**src/rtl/lcd_tg_pkg.sv**
```systemverilog
package lcd_tg_pkg;
  typedef enum logic [1:0] {
    SRC_BUS    = 2'd0,
    SRC_PERIPH = 2'd1,
    SRC_EXT    = 2'd2,
    SRC_NONE   = 2'd3
  } clk_src_e;
endpackage

```
**src/rtl/lcd_tg_clkdiv.sv**
```systemverilog
module lcd_tg_clkdiv #(
  parameter int DIVW = 5
) (
  input  logic            clk,
  input  logic            rst,
  input  logic            run,
  input  logic            ce_bus,
  input  logic            ce_periph,
  input  logic            ce_ext,
  input  logic [1:0]      src,
  input  logic [DIVW-1:0] div,
  output logic            tick
);
  import lcd_tg_pkg::*;

  logic            sel_ce;
  logic [DIVW-1:0] eff;
  logic [DIVW-1:0] cnt;
  logic            last;

  always_comb begin
    case (clk_src_e'(src))
      SRC_BUS:    sel_ce = ce_bus;
      SRC_PERIPH: sel_ce = ce_periph;
      SRC_EXT:    sel_ce = ce_ext;
      default:    sel_ce = 1'b0;
    endcase
  end

  assign eff  = (div == '0) ? DIVW'(1) : div;
  assign last = (cnt >= eff - DIVW'(1));
  assign tick = run && sel_ce && last;

  always_ff @(posedge clk) begin
    if (rst || !run) cnt <= '0;
    else if (sel_ce) cnt <= last ? '0 : cnt + DIVW'(1);
  end
endmodule

```
**src/rtl/lcd_tg_counters.sv**
```systemverilog
module lcd_tg_counters #(
  parameter int HW = 12,
  parameter int VW = 11
) (
  input  logic          clk,
  input  logic          rst,
  input  logic          run,
  input  logic          tick,
  input  logic [HW-1:0] h_active,
  input  logic [HW-1:0] h_front,
  input  logic [HW-1:0] h_sync,
  input  logic [HW-1:0] h_back,
  input  logic [VW-1:0] v_active,
  input  logic [VW-1:0] v_front,
  input  logic [VW-1:0] v_sync,
  input  logic [VW-1:0] v_back,
  output logic [HW-1:0] hcnt,
  output logic [VW-1:0] vcnt,
  output logic          line_end
);
  localparam int HSW = HW + 2;
  localparam int VSW = VW + 2;

  logic [HSW-1:0] h_tot;
  logic [VSW-1:0] v_tot;
  logic           frame_end;

  assign h_tot = HSW'(h_active) + HSW'(h_front) + HSW'(h_sync) + HSW'(h_back);
  assign v_tot = VSW'(v_active) + VSW'(v_front) + VSW'(v_sync) + VSW'(v_back);

  assign line_end  = tick && (HSW'(hcnt) >= h_tot - HSW'(1));
  assign frame_end = line_end && (VSW'(vcnt) >= v_tot - VSW'(1));

  always_ff @(posedge clk) begin
    if (rst || !run) begin
      hcnt <= '0;
      vcnt <= '0;
    end else if (tick) begin
      if (line_end) begin
        hcnt <= '0;
        vcnt <= frame_end ? '0 : vcnt + VW'(1);
      end else begin
        hcnt <= hcnt + HW'(1);
      end
    end
  end
endmodule

```
**src/rtl/lcd_tg_acmod.sv**
```systemverilog
module lcd_tg_acmod #(
  parameter int VW = 11
) (
  input  logic          clk,
  input  logic          rst,
  input  logic          run,
  input  logic          line_end,
  input  logic          mod_en,
  input  logic [VW-1:0] mod_lines,
  output logic          mod_out
);
  logic [VW-1:0] lines_seen;

  always_ff @(posedge clk) begin
    if (rst || !run || !mod_en) begin
      lines_seen <= '0;
      mod_out    <= 1'b0;
    end else if (line_end && mod_lines != '0) begin
      if (lines_seen >= mod_lines - VW'(1)) begin
        lines_seen <= '0;
        mod_out    <= ~mod_out;
      end else begin
        lines_seen <= lines_seen + VW'(1);
      end
    end
  end
endmodule

```
**src/rtl/lcd_tg_sigout.sv**
```systemverilog
module lcd_tg_sigout #(
  parameter int HW = 12,
  parameter int VW = 11
) (
  input  logic          clk,
  input  logic          rst,
  input  logic          run,
  input  logic [HW-1:0] hcnt,
  input  logic [VW-1:0] vcnt,
  input  logic [HW-1:0] h_active,
  input  logic [HW-1:0] h_front,
  input  logic [HW-1:0] h_sync,
  input  logic [VW-1:0] v_active,
  input  logic [VW-1:0] v_front,
  input  logic [VW-1:0] v_sync,
  input  logic          pol_hsync_inv,
  input  logic          pol_vsync_inv,
  input  logic          pol_de_low,
  input  logic          pol_data_inv,
  input  logic          hs_supp,
  input  logic          vs_supp,
  input  logic          irq_en,
  input  logic          irq_clr,
  output logic          hsync,
  output logic          vsync,
  output logic          de,
  output logic          data_mask,
  output logic [HW-1:0] pix_x,
  output logic [VW-1:0] pix_y,
  output logic          irq_pulse,
  output logic          irq_status
);
  localparam int HSW = HW + 2;
  localparam int VSW = VW + 2;

  logic [HSW-1:0] hs_lo, hs_hi, hx;
  logic [VSW-1:0] vs_lo, vs_hi, vy;
  logic           de_raw, hs_raw, vwin, vwin_q, evt;

  assign hx    = HSW'(hcnt);
  assign vy    = VSW'(vcnt);
  assign hs_lo = HSW'(h_active) + HSW'(h_front);
  assign hs_hi = hs_lo + HSW'(h_sync);
  assign vs_lo = VSW'(v_active) + VSW'(v_front);
  assign vs_hi = vs_lo + VSW'(v_sync);

  assign de_raw = run && (hcnt < h_active) && (vcnt < v_active);
  assign hs_raw = run && (hx >= hs_lo) && (hx < hs_hi);
  assign vwin   = run && (vy >= vs_lo) && (vy < vs_hi);
  assign evt    = vwin && !vwin_q;

  always_ff @(posedge clk) begin
    if (rst) begin
      hsync      <= pol_hsync_inv;
      vsync      <= pol_vsync_inv;
      de         <= pol_de_low;
      data_mask  <= pol_data_inv;
      pix_x      <= '0;
      pix_y      <= '0;
      vwin_q     <= 1'b0;
      irq_pulse  <= 1'b0;
      irq_status <= 1'b0;
    end else begin
      hsync      <= (hs_raw && !(hs_supp && vwin)) ^ pol_hsync_inv;
      vsync      <= (vwin && !vs_supp) ^ pol_vsync_inv;
      de         <= de_raw ^ pol_de_low;
      data_mask  <= de_raw ^ pol_data_inv;
      pix_x      <= run ? hcnt : '0;
      pix_y      <= run ? vcnt : '0;
      vwin_q     <= vwin;
      irq_pulse  <= evt && irq_en;
      irq_status <= evt ? 1'b1 : (irq_clr ? 1'b0 : irq_status);
    end
  end
endmodule

```
**src/rtl/lcd_timing_gen.sv**
```systemverilog
module lcd_timing_gen #(
  parameter int HW   = 12,
  parameter int VW   = 11,
  parameter int DIVW = 5
) (
  input  logic            clk,
  input  logic            rst,
  input  logic            ce_bus,
  input  logic            ce_periph,
  input  logic            ce_ext,
  input  logic [1:0]      clk_src,
  input  logic [DIVW-1:0] clk_div,
  input  logic            disp_on,
  input  logic [HW-1:0]   h_active,
  input  logic [HW-1:0]   h_front,
  input  logic [HW-1:0]   h_sync,
  input  logic [HW-1:0]   h_back,
  input  logic [VW-1:0]   v_active,
  input  logic [VW-1:0]   v_front,
  input  logic [VW-1:0]   v_sync,
  input  logic [VW-1:0]   v_back,
  input  logic            pol_hsync_inv,
  input  logic            pol_vsync_inv,
  input  logic            pol_de_low,
  input  logic            pol_data_inv,
  input  logic            hs_supp,
  input  logic            vs_supp,
  input  logic            mod_en,
  input  logic [VW-1:0]   mod_lines,
  input  logic            irq_en,
  input  logic            irq_clr,
  output logic            hsync,
  output logic            vsync,
  output logic            de,
  output logic            data_mask,
  output logic [HW-1:0]   pix_x,
  output logic [VW-1:0]   pix_y,
  output logic            mod_out,
  output logic            irq_pulse,
  output logic            irq_status
);
  logic          tick, line_end;
  logic [HW-1:0] hcnt;
  logic [VW-1:0] vcnt;

  lcd_tg_clkdiv #(.DIVW(DIVW)) u_div (
    .clk(clk), .rst(rst), .run(disp_on),
    .ce_bus(ce_bus), .ce_periph(ce_periph), .ce_ext(ce_ext),
    .src(clk_src), .div(clk_div), .tick(tick)
  );

  lcd_tg_counters #(.HW(HW), .VW(VW)) u_cnt (
    .clk(clk), .rst(rst), .run(disp_on), .tick(tick),
    .h_active(h_active), .h_front(h_front), .h_sync(h_sync), .h_back(h_back),
    .v_active(v_active), .v_front(v_front), .v_sync(v_sync), .v_back(v_back),
    .hcnt(hcnt), .vcnt(vcnt), .line_end(line_end)
  );

  lcd_tg_acmod #(.VW(VW)) u_mod (
    .clk(clk), .rst(rst), .run(disp_on), .line_end(line_end),
    .mod_en(mod_en), .mod_lines(mod_lines), .mod_out(mod_out)
  );

  lcd_tg_sigout #(.HW(HW), .VW(VW)) u_out (
    .clk(clk), .rst(rst), .run(disp_on), .hcnt(hcnt), .vcnt(vcnt),
    .h_active(h_active), .h_front(h_front), .h_sync(h_sync),
    .v_active(v_active), .v_front(v_front), .v_sync(v_sync),
    .pol_hsync_inv(pol_hsync_inv), .pol_vsync_inv(pol_vsync_inv),
    .pol_de_low(pol_de_low), .pol_data_inv(pol_data_inv),
    .hs_supp(hs_supp), .vs_supp(vs_supp),
    .irq_en(irq_en), .irq_clr(irq_clr),
    .hsync(hsync), .vsync(vsync), .de(de), .data_mask(data_mask),
    .pix_x(pix_x), .pix_y(pix_y),
    .irq_pulse(irq_pulse), .irq_status(irq_status)
  );
endmodule

```
**config.mk**
```make
export PLATFORM = sky130hd
export DESIGN_NAME = lcd_timing_gen
export DESIGN_NICKNAME = d
export VERILOG_FILES = /design/src/rtl/lcd_tg_pkg.sv /design/src/rtl/lcd_tg_clkdiv.sv /design/src/rtl/lcd_tg_counters.sv /design/src/rtl/lcd_tg_acmod.sv /design/src/rtl/lcd_tg_sigout.sv /design/src/rtl/lcd_timing_gen.sv
export SDC_FILE = /design/constraint.sdc
export NUM_CORES = 1
export LEC_CHECK = 0
export CAP_MARGIN = 20
export CORE_MARGIN = 5
export CORE_UTILIZATION = 55
export CTS_CLUSTER_SIZE = 25
export DETAILED_ROUTE_END_ITERATION = 10
export GPL_ROUTABILITY_DRIVEN = 0
export PLACE_DENSITY = 0.86
export SETUP_SLACK_MARGIN = 0.15
export SLEW_MARGIN = 15
export SYNTH_ARGS = -nofsm -noshare
export SYNTH_HDL_FRONTEND = slang
export SYNTH_HIERARCHICAL = 1
export SYNTH_SLANG_ARGS = --single-unit
export TNS_END_PERCENT = 10
```
**constraint.sdc**
```tcl
create_clock -name clk -period 15 [get_ports clk]
set_input_delay 4.5 -clock clk [delete_from_list [all_inputs] [get_ports clk]]
set_output_delay 4.5 -clock clk [all_outputs]
set_load 0.1 [all_outputs]
```
==> run metrics, run 1 <==
Worst Tran Pin Value 1062 ps; Psw 0.4173 mW; max-cap violation count 0; commonest cells in the netlist 231 x inv_1, 211 x ha_1, 70 x a21oi_1, 70 x dfxtp_1, 49 x xor2_1; compound-gate portion of the synthesized area 16.28%; Min Hold Slack 489.1 ps; asr flop ratio synth 0%; floorplan core area 0.01809 mm2; Sequential Power Share 18.2%; post-synth top area share 25.94%; most area-hungry cell type in the Yosys netlist ha_1; largest net degree at the start of global routing 28; hold buffer count at cts 0; part of the cycle the worst path needs 66.15%; initial antenna violation count 0; Nets 1735; CP bufs+invs 5; FP Rows 49; cell area after placement 0.01194 mm2; final hold violations 0; combinational power share 59.3%; WP data required 15220 ps; RSZ-0062 raised after global routing no; Main synth FF type dfxtp_1; die height 146.0 um; Syn Area/Cell 8.515 um2; CTS sink cnt 70; fmax 0.1008 GHz; crit path DAT 10140 ps; Antenna Violating Nets Remaining 0; total die area 0.02132 mm2; delay of the slowest critical-path stage 520 ps; Post-Route WL 23480 um; Chip Width 146.0 um; GRT Util Overall 22.17%; layout cells sized above 1 5.826%; Layout area overhead 20.62%; DRC viols 0; number of DRC markers in iteration 0 397; CP Class in2reg; grt ovf 0; crit end category flop; simple-gate share of the synthesized area 16.13%; CTS H-tree lvls 3; TritonCTS clock tree yes; clock buffer depth 2; IO Pins 155; clk slew on worst S/H paths 60 ps; syn nets 1579; Lkg Pwr 5.981 nW; main combinational cell family by area after synthesis adder cells; Power Density 84.33 mW/mm2; sw frac 40.32%; top-count cell post-synth inv_1; post-synthesis mux area share 1.033%; Antenna diodes 0; CTS-repair resized insts 0; later-pin clock latency in the skew report 330 ps; Worst path slowest cell fa_1; Synth Area in Adders 35.39%; FILL cells 1441; CP Max Fanout 17; Startpoint Class input pin; clock tree root buffer cell clkbuf_16; leading post-synthesis cells by cell area ha_1 26%, dfxtp_1 14%, fa_1 9.4%; Slew HR 28.96%; register bit total from synthesis 70; post-synthesis cell area 0.01018 mm2; first-pass iteration count of the detailed router 5; PortBufs 154; Wirelength per Cell 14.82 um; Total Power 1.035 mW; effective utilization at floorplan 56.26%; Post-synth EDFFs 0; library cells used by synthesis 80; synth warn 6; outcome completed; setup TNS 0 ps; Vias/cell 5.479; post-synthesis xor/xnor area fraction 8.090%; sequential share of the synthesized area 13.77%; Gate Count Post-Synth 1195; Cell Int Power 0.6178 mW; worst hold-check path type reg2reg; vias in the first global route 8866; skew final 8.025 ps; fin area 0.01227 mm2; Tmin final 9923 ps; total CTS buffers 9; Slew Limit Fails 0; first-pass GRT wire length 40610 um; CP delay by family, top adder cells; peak supply drop 0.00006193 V; Post-DP HPWL 20030 um; vias 8685; Final setup viols 0; clock network power share 22.6%; total setup buffers inserted after CTS 0
registers in the layout, summed over array words and instances, names as in the netlist:
signal,flops
u_out/irq_status,1
u_out/hsync,1
u_mod/mod_out,1
u_cnt/hcnt,12
u_out/vsync,1
u_out/irq_pulse,1
u_out/data_mask,1
u_cnt/vcnt,11
u_div/cnt,5
u_out/pix_y,11
u_out/vwin_q,1
u_out/de,1
u_out/pix_x,12
u_mod/lines_seen,11
path summary, 6_finish.rpt:
kind	from	end	slack (ps)	cells past startpoint
min	u_out/irq_status	u_out/irq_status	490	2
max	h_active[1]	u_mod/mod_out	5080	26
min reg2reg	u_out/irq_status	u_out/irq_status	490	2
max reg2reg	u_div/cnt[2]	u_mod/mod_out	11350	11
cell families after synthesis:
family / Yosys count
DFF: 70
and+or+nand+nor: 287
buffers and inverters: 242
muxes: 10
xor gates and xnor gates: 94
AOI/OAI and AO/OA: 233
adders and majority gates: 259
per-stage QoR:
stage	std cells	util [%]	worst slack, ps
floorplan	1195	-	5816
global placement	1569	66.03	4884
detailed placement	1569	66.03	4755
CTS	1585	67.87	5076
global route	1585	67.87	4726
finish	1585	67.87	5077
layout make-up:
type	instances	area, um2	share of cell area [%]
flip-flops and latches	70	1401	11.42
clock inverters	6	93.84	0.7645
clock buffers	10	239.0	1.947
multi-input cells	883	7830	63.79
inverters	231	867.1	7.064
repair buffers	156	1556	12.68
well taps	229	286.5	2.334
power groups by stage:
stage | Clock [mW] | Combinational, mW | Sequential, mW
after floorplan | 0 | 0.447 | 0.198
after global placement | 0 | 0.583 | 0.192
after detailed placement | 0 | 0.607 | 0.192
after CTS | 0.240 | 0.612 | 0.188
after global routing | 0.247 | 0.697 | 0.188
final | 0.234 | 0.614 | 0.188
placed cells by master, fill, tap and decap left out, types with 12 or more instances in the layout:
master | synthesis | final
nand3_1 | 29 | 29
clkdlybuf4s50_1 | 0 | 154
and3_1 | 13 | 13
a211oi_1 | 14 | 14
fa_1 | 48 | 48
inv_1 | 231 | 231
and2_1 | 31 | 31
nand2b_1 | 22 | 22
nor2b_1 | 14 | 13
ha_1 | 211 | 211
nand2_1 | 37 | 37
nor3_1 | 16 | 16
nor2_1 | 45 | 45
o21ai_0 | 39 | 39
nor3_2 | 12 | 12
xnor2_1 | 45 | 45
xor2_1 | 49 | 49
a21oi_1 | 70 | 70
dfxtp_1 | 70 | 70
nand4_1 | 19 | 19
a21o_1 | 27 | 27
worst reg2reg max path: cells and delay by family (launching register included):
kind                       cells  cell delay (ps)
DFF                            1              380
AOI/OAI and AO/OA              6             2010
and+or+nand+nor                2              170
muxes                          1              350
buffers and inverters          1              300
adders and majority gates      1              330
layer usage:
layer | vias up | GRT usage [%] | wire (um)
met5 | - | 0 | 0
met2 | 215 | 39.08 | 11320
met4 | 0 | 4.092 | 242
li1 | 4397 | - | -
met1 | 4054 | 29.33 | 10770
met3 | 19 | 3.068 | 1151
(Power assumes the default switching activity.)
==> run 2: changes to the inputs <==
Clock period 15 ns to 9.4 ns, I/O delays scaled along.
==> run metrics, run 2 (same netlist as run 1, synthesis figures left out) <==
outcome completed; final hold violations 0 (unchanged); peak supply drop 0.00009150 V (+48%); CTS-repair resized insts 0 (unchanged); grt ovf 0 (unchanged); layout cells sized above 1 5.752% (-0.074 points); Post-Layout Cell Count 1585 (unchanged); r2r startpoint u_div/cnt[2]; Power Density 132.0 mW/mm2 (+57%); Worst Tran Pin Value 1030 ps (-32.72 ps); CP Class in2reg; Layout area overhead 20.29%; Startpoint Class input pin; Worst path slowest cell fa_1; HP Start u_out/irq_status; RSZ-0062 raised after global routing no; Core Util, Final 67.68% (-0.19 points); Post-DP HPWL 19970 um (-0.30%); CP bufs+invs 5 (unchanged); TritonCTS clock tree yes; setup TNS 0 ps (unchanged); initial antenna violation count 0 (unchanged); crit end category flop; die height 146.0 um (unchanged); Regs by FF count u_cnt/hcnt x12, u_out/pix_x x12; crit path DAT 8480 ps (-1660 ps); Chip Width 146.0 um (unchanged); Final setup viols 0 (unchanged); IO Pins 155 (unchanged); Lkg Pwr 5.957 nW (-0.40%); FP Rows 49 (unchanged); delay of the slowest critical-path stage 520 ps (about the same); Nets 1735 (unchanged); Antenna diodes 0 (unchanged); Sequential Area 0.001401 mm2 (unchanged); largest net degree at the start of global routing 28 (unchanged); FILL cells 1380 (-4.2%); CTS sink cnt 70 (unchanged); DRC viols 0 (unchanged); CP Max Fanout 17 (unchanged); commonest non-fill, non-tap cell in the layout inv_1; Tmin final 8266 ps; leading cell types in the layout, fill and taps excluded 231 x inv_1, 211 x ha_1, 154 x clkdlybuf4s50_1; vias 8689 (+0.046%); PortBufs 154 (unchanged); worst hold-check path type reg2reg; fmax 0.1210 GHz; Total Power 1.616 mW (+56%); total CTS buffers 9 (unchanged); Wirelength per Cell 14.80 um (-0.13%); vias in the first global route 8788 (-0.88%); Slew HR 31.15% (+2.2 points); total setup buffers inserted after CTS 0 (unchanged); number of DRC markers in iteration 0 392 (-1.3%); Place WS 822.7 ps (-3932 ps); Vias/cell 5.482 (about the same); max-cap violation count 0 (unchanged); skew final 6.971 ps (-1.054 ps); effective utilization at floorplan 56.26% (unchanged); area of the multi-input gates 0.007830 mm2 (unchanged); floorplan core area 0.01809 mm2 (unchanged); Slew Limit Fails 0 (unchanged); WP data required 9610 ps (-5610 ps); fin area 0.01224 mm2 (-0.28%); part of the cycle the worst path needs 87.93%; first-pass iteration count of the detailed router 5 (unchanged); Post-Route WL 23450 um (-0.13%); crit path launch h_active[1]; Min Hold Slack 496.1 ps (+6.994 ps); cell area after placement 0.01194 mm2 (unchanged); CTS H-tree lvls 3 (unchanged); clock buffer depth 2 (unchanged); hold buffer count at cts 0 (unchanged); later-pin clock latency in the skew report 330 ps (about the same); Antenna Violating Nets Remaining 0 (unchanged); first-pass GRT wire length 39700 um (-2.2%); CP delay by family, top adder cells; clk slew on worst S/H paths 60 ps (about the same); total die area 0.02132 mm2 (unchanged); PnR worst setup slack 1134 ps (-3943 ps); GRT Util Overall 21.75% (-0.42 points); clock tree root buffer cell clkbuf_16; DP Cell Count 1569 (unchanged)
==> run 2: metal layers <==
layer  routed length [um]  vias to the layer above  GRT usage (%)  part of all wire, %
li1                     -                     4402              -                    -
met1                10540                     4057          27.77                   45
met2                11380                      214          39.45                   49
met3                 1287                       16          3.006                  5.5
met4                  246                        0          4.186                  1.0
met5                    0                        -              0                    0
==> run 2: report_power, final <==
group          internal, mW  switching, mW
Combinational         0.445          0.532
Clock                 0.207          0.132
Sequential            0.299        0.00103
==> run 2: layout make-up <==
class / count / share of cell area [%]
Clock inverter: 6 / 0.5724
Multi-Input combinational cell: 883 / 63.97
Sequential cell: 70 / 11.45
Inverter: 231 / 7.084
Clock buffer: 10 / 1.871
Tap cell: 229 / 2.341
Timing Repair Buffer: 156 / 12.72
==> run 2: worst min-delay path: cells and delay by family, from the launching register on <==
kind | cells | cell delay (ps)
compound gates | 1 | 60
simple gates | 1 | 70
flops | 1 | 310
==> run 2: final timing paths <==
| kind | cells past startpoint | slack (ps) | endpoint |
|---|---|---|---|
| max reg2reg | 11 | 5690 | u_mod/mod_out |
| min reg2reg | 2 | 500 | u_out/irq_status |
| min | 2 | 500 | u_out/irq_status |
| max | 26 | 1130 | u_mod/mod_out |
==> run 3: changes to the inputs <==
Settings changed: PLACE_DENSITY 0.86 to not set, PLACE_DENSITY_LB_ADDON set to 0.08.
==> run metrics, run 3 (same netlist as run 1, synthesis figures left out) <==
Layout area overhead 20.62%; vias 8544 (-1.7%); Nets 1735 (unchanged); FILL cells 1549 (+12%); CP endpoint u_mod/mod_out; later-pin clock latency in the skew report 330 ps (about the same); crit path DAT 8500 ps (+20 ps); clock tree root buffer cell clkbuf_16; r2r startpoint u_div/cnt[2]; crit end category flop; DRC viols 0 (unchanged); Slew HR 31.77% (+0.62 points); outcome completed; effective utilization at floorplan 56.26% (unchanged); setup TNS 0 ps (unchanged); r2r setup slk 5670 ps (-20 ps); R2R depth 11 (unchanged); CTS-repair resized insts 0 (unchanged); first-pass GRT wire length 39070 um (-1.6%); Lkg Pwr 5.980 nW (+0.39%); part of the cycle the worst path needs 88.05% (+0.12 points); Place WS 821.9 ps (-0.7930 ps); FP Rows 49 (unchanged); WP data required 9620 ps (about the same); CTS sink cnt 70 (unchanged); grt ovf 0 (unchanged); clk slew on worst S/H paths 60 ps (about the same); CP Class in2reg; initial antenna violation count 0 (unchanged); worst hold-check path type reg2reg; IO Pins 155 (unchanged); max-cap violation count 0 (unchanged); first-pass iteration count of the detailed router 5 (unchanged); Chip Width 146.0 um (unchanged); r2r endpoint u_mod/mod_out; Total Power 1.655 mW (+2.4%); RSZ-0062 raised after global routing no; commonest non-fill, non-tap cell in the layout inv_1; peak supply drop 0.00009076 V (-0.80%); Vias/cell 5.387 (-1.7%); Tmin final 8277 ps (+11.31 ps); Regs by FF count u_cnt/hcnt x12, u_out/pix_x x12; final hold violations 0 (unchanged); Power Density 134.9 mW/mm2 (+2.2%); fmax 0.1208 GHz (-0.14%); die height 146.0 um (unchanged); hold buffer count at cts 0 (unchanged); CTS H-tree lvls 3 (unchanged); total setup buffers inserted after CTS 0 (unchanged); leading cell types in the layout, fill and taps excluded 231 x inv_1, 211 x ha_1, 154 x clkdlybuf4s50_1; Final setup viols 0 (unchanged); clock buffer depth 2 (unchanged); number of DRC markers in iteration 0 355 (-9.4%); Post-DP HPWL 20020 um (+0.24%); Slew Limit Fails 0 (unchanged); CP Max Fanout 17 (unchanged); Startpoint Class input pin; total CTS buffers 9 (unchanged); total die area 0.02132 mm2 (unchanged); GRT Util Overall 21.65% (-0.092 points); Worst Tran Pin Value 1020 ps (-9.253 ps); PnR worst setup slack 1123 ps (-11.31 ps); floorplan core area 0.01809 mm2 (unchanged); TritonCTS clock tree yes; Post-Route WL 23300 um (-0.67%); Wirelength per Cell 14.69 um (-0.73%); layout cells sized above 1 5.826% (+0.074 points); Antenna Violating Nets Remaining 0 (unchanged); largest net degree at the start of global routing 28 (unchanged); vias in the first global route 8332 (-5.2%); PortBufs 154 (unchanged); crit path launch h_active[1]; hold path depth 2 (unchanged); skew final 7.143 ps (+0.1722 ps)
[run 3: worst min path at each step]
stage | slack (ps) | from | end
6_report | 470 | u_out/irq_status | u_out/irq_status
4_1_cts | 470 | u_out/irq_status | u_out/irq_status
5_1_grt | 500 | u_out/irq_status | u_out/irq_status
3_5_place_dp | 470 | u_out/irq_status | u_out/irq_status
2_1_floorplan | 490 | u_out/vwin_q | u_out/irq_pulse
3_3_place_gp | 460 | u_out/irq_status | u_out/irq_status
[run 3: per-stage QoR]
stage               utilization [%]  area [um2]  cells  hold WS (ps)
floorplan                         -       10180   1195         492.7
global placement              66.03       11940   1569         460.0
detailed placement            66.03       11940   1569         465.6
CTS                           67.85       12270   1585         473.6
global route                  67.85       12270   1585         504.0
finish                        67.87       12270   1586         471.8
[run 3: area by class of cell]
cell class	instances	area (um2)	area share (%)
antenna	1	2.502	0.02039
clock buffer	9	225.2	1.835
clock inverter	7	105.1	0.8563
inverter	231	867.1	7.064
multi-input combinational	883	7830	63.79
sequential	70	1401	11.42
tap	229	286.5	2.334
timing repair buffer	156	1556	12.68
[run 3: per-layer routing]
metal | track usage, % | part of all wire (%)
met3 | 3.533 | 5.2
met5 | 0 | 0
met1 | 31.28 | 50
met2 | 35.15 | 44
met4 | 2.869 | 0.58
[run 3: power breakdown]
| part | internal, mW | leakage [nW] | switching (mW) |
|---|---|---|---|
| registers | 0.299 | 0.565 | 0.00118 |
| logic | 0.447 | 5.26 | 0.536 |
| clock network | 0.236 | 0.159 | 0.136 |
| total | 0.982 | 5.98 | 0.673 |
[run 3: worst max-delay path, cell delays in order]
cell             delay [ps]
clkdlybuf4s50_1         510
inv_1                    60
ha_1                    320
fa_1                    520
inv_1                    50
fa_1                    510
ha_1                    170
inv_1                    50
fa_1                    410
nor2b_2                 150
o31a_1                  220
nor2_1                   80
nor2_1                  110
o21ai_0                 110
nand2b_1                 90
a21oi_1                  70
xor2_1                  150
ha_1                    280
o21a_1                  110
o21ai_0                  70
a211o_1                 280
a221oi_2                200
buf_4                   310
nand2_8                  90
a21oi_4                 400
mux2_4                  340
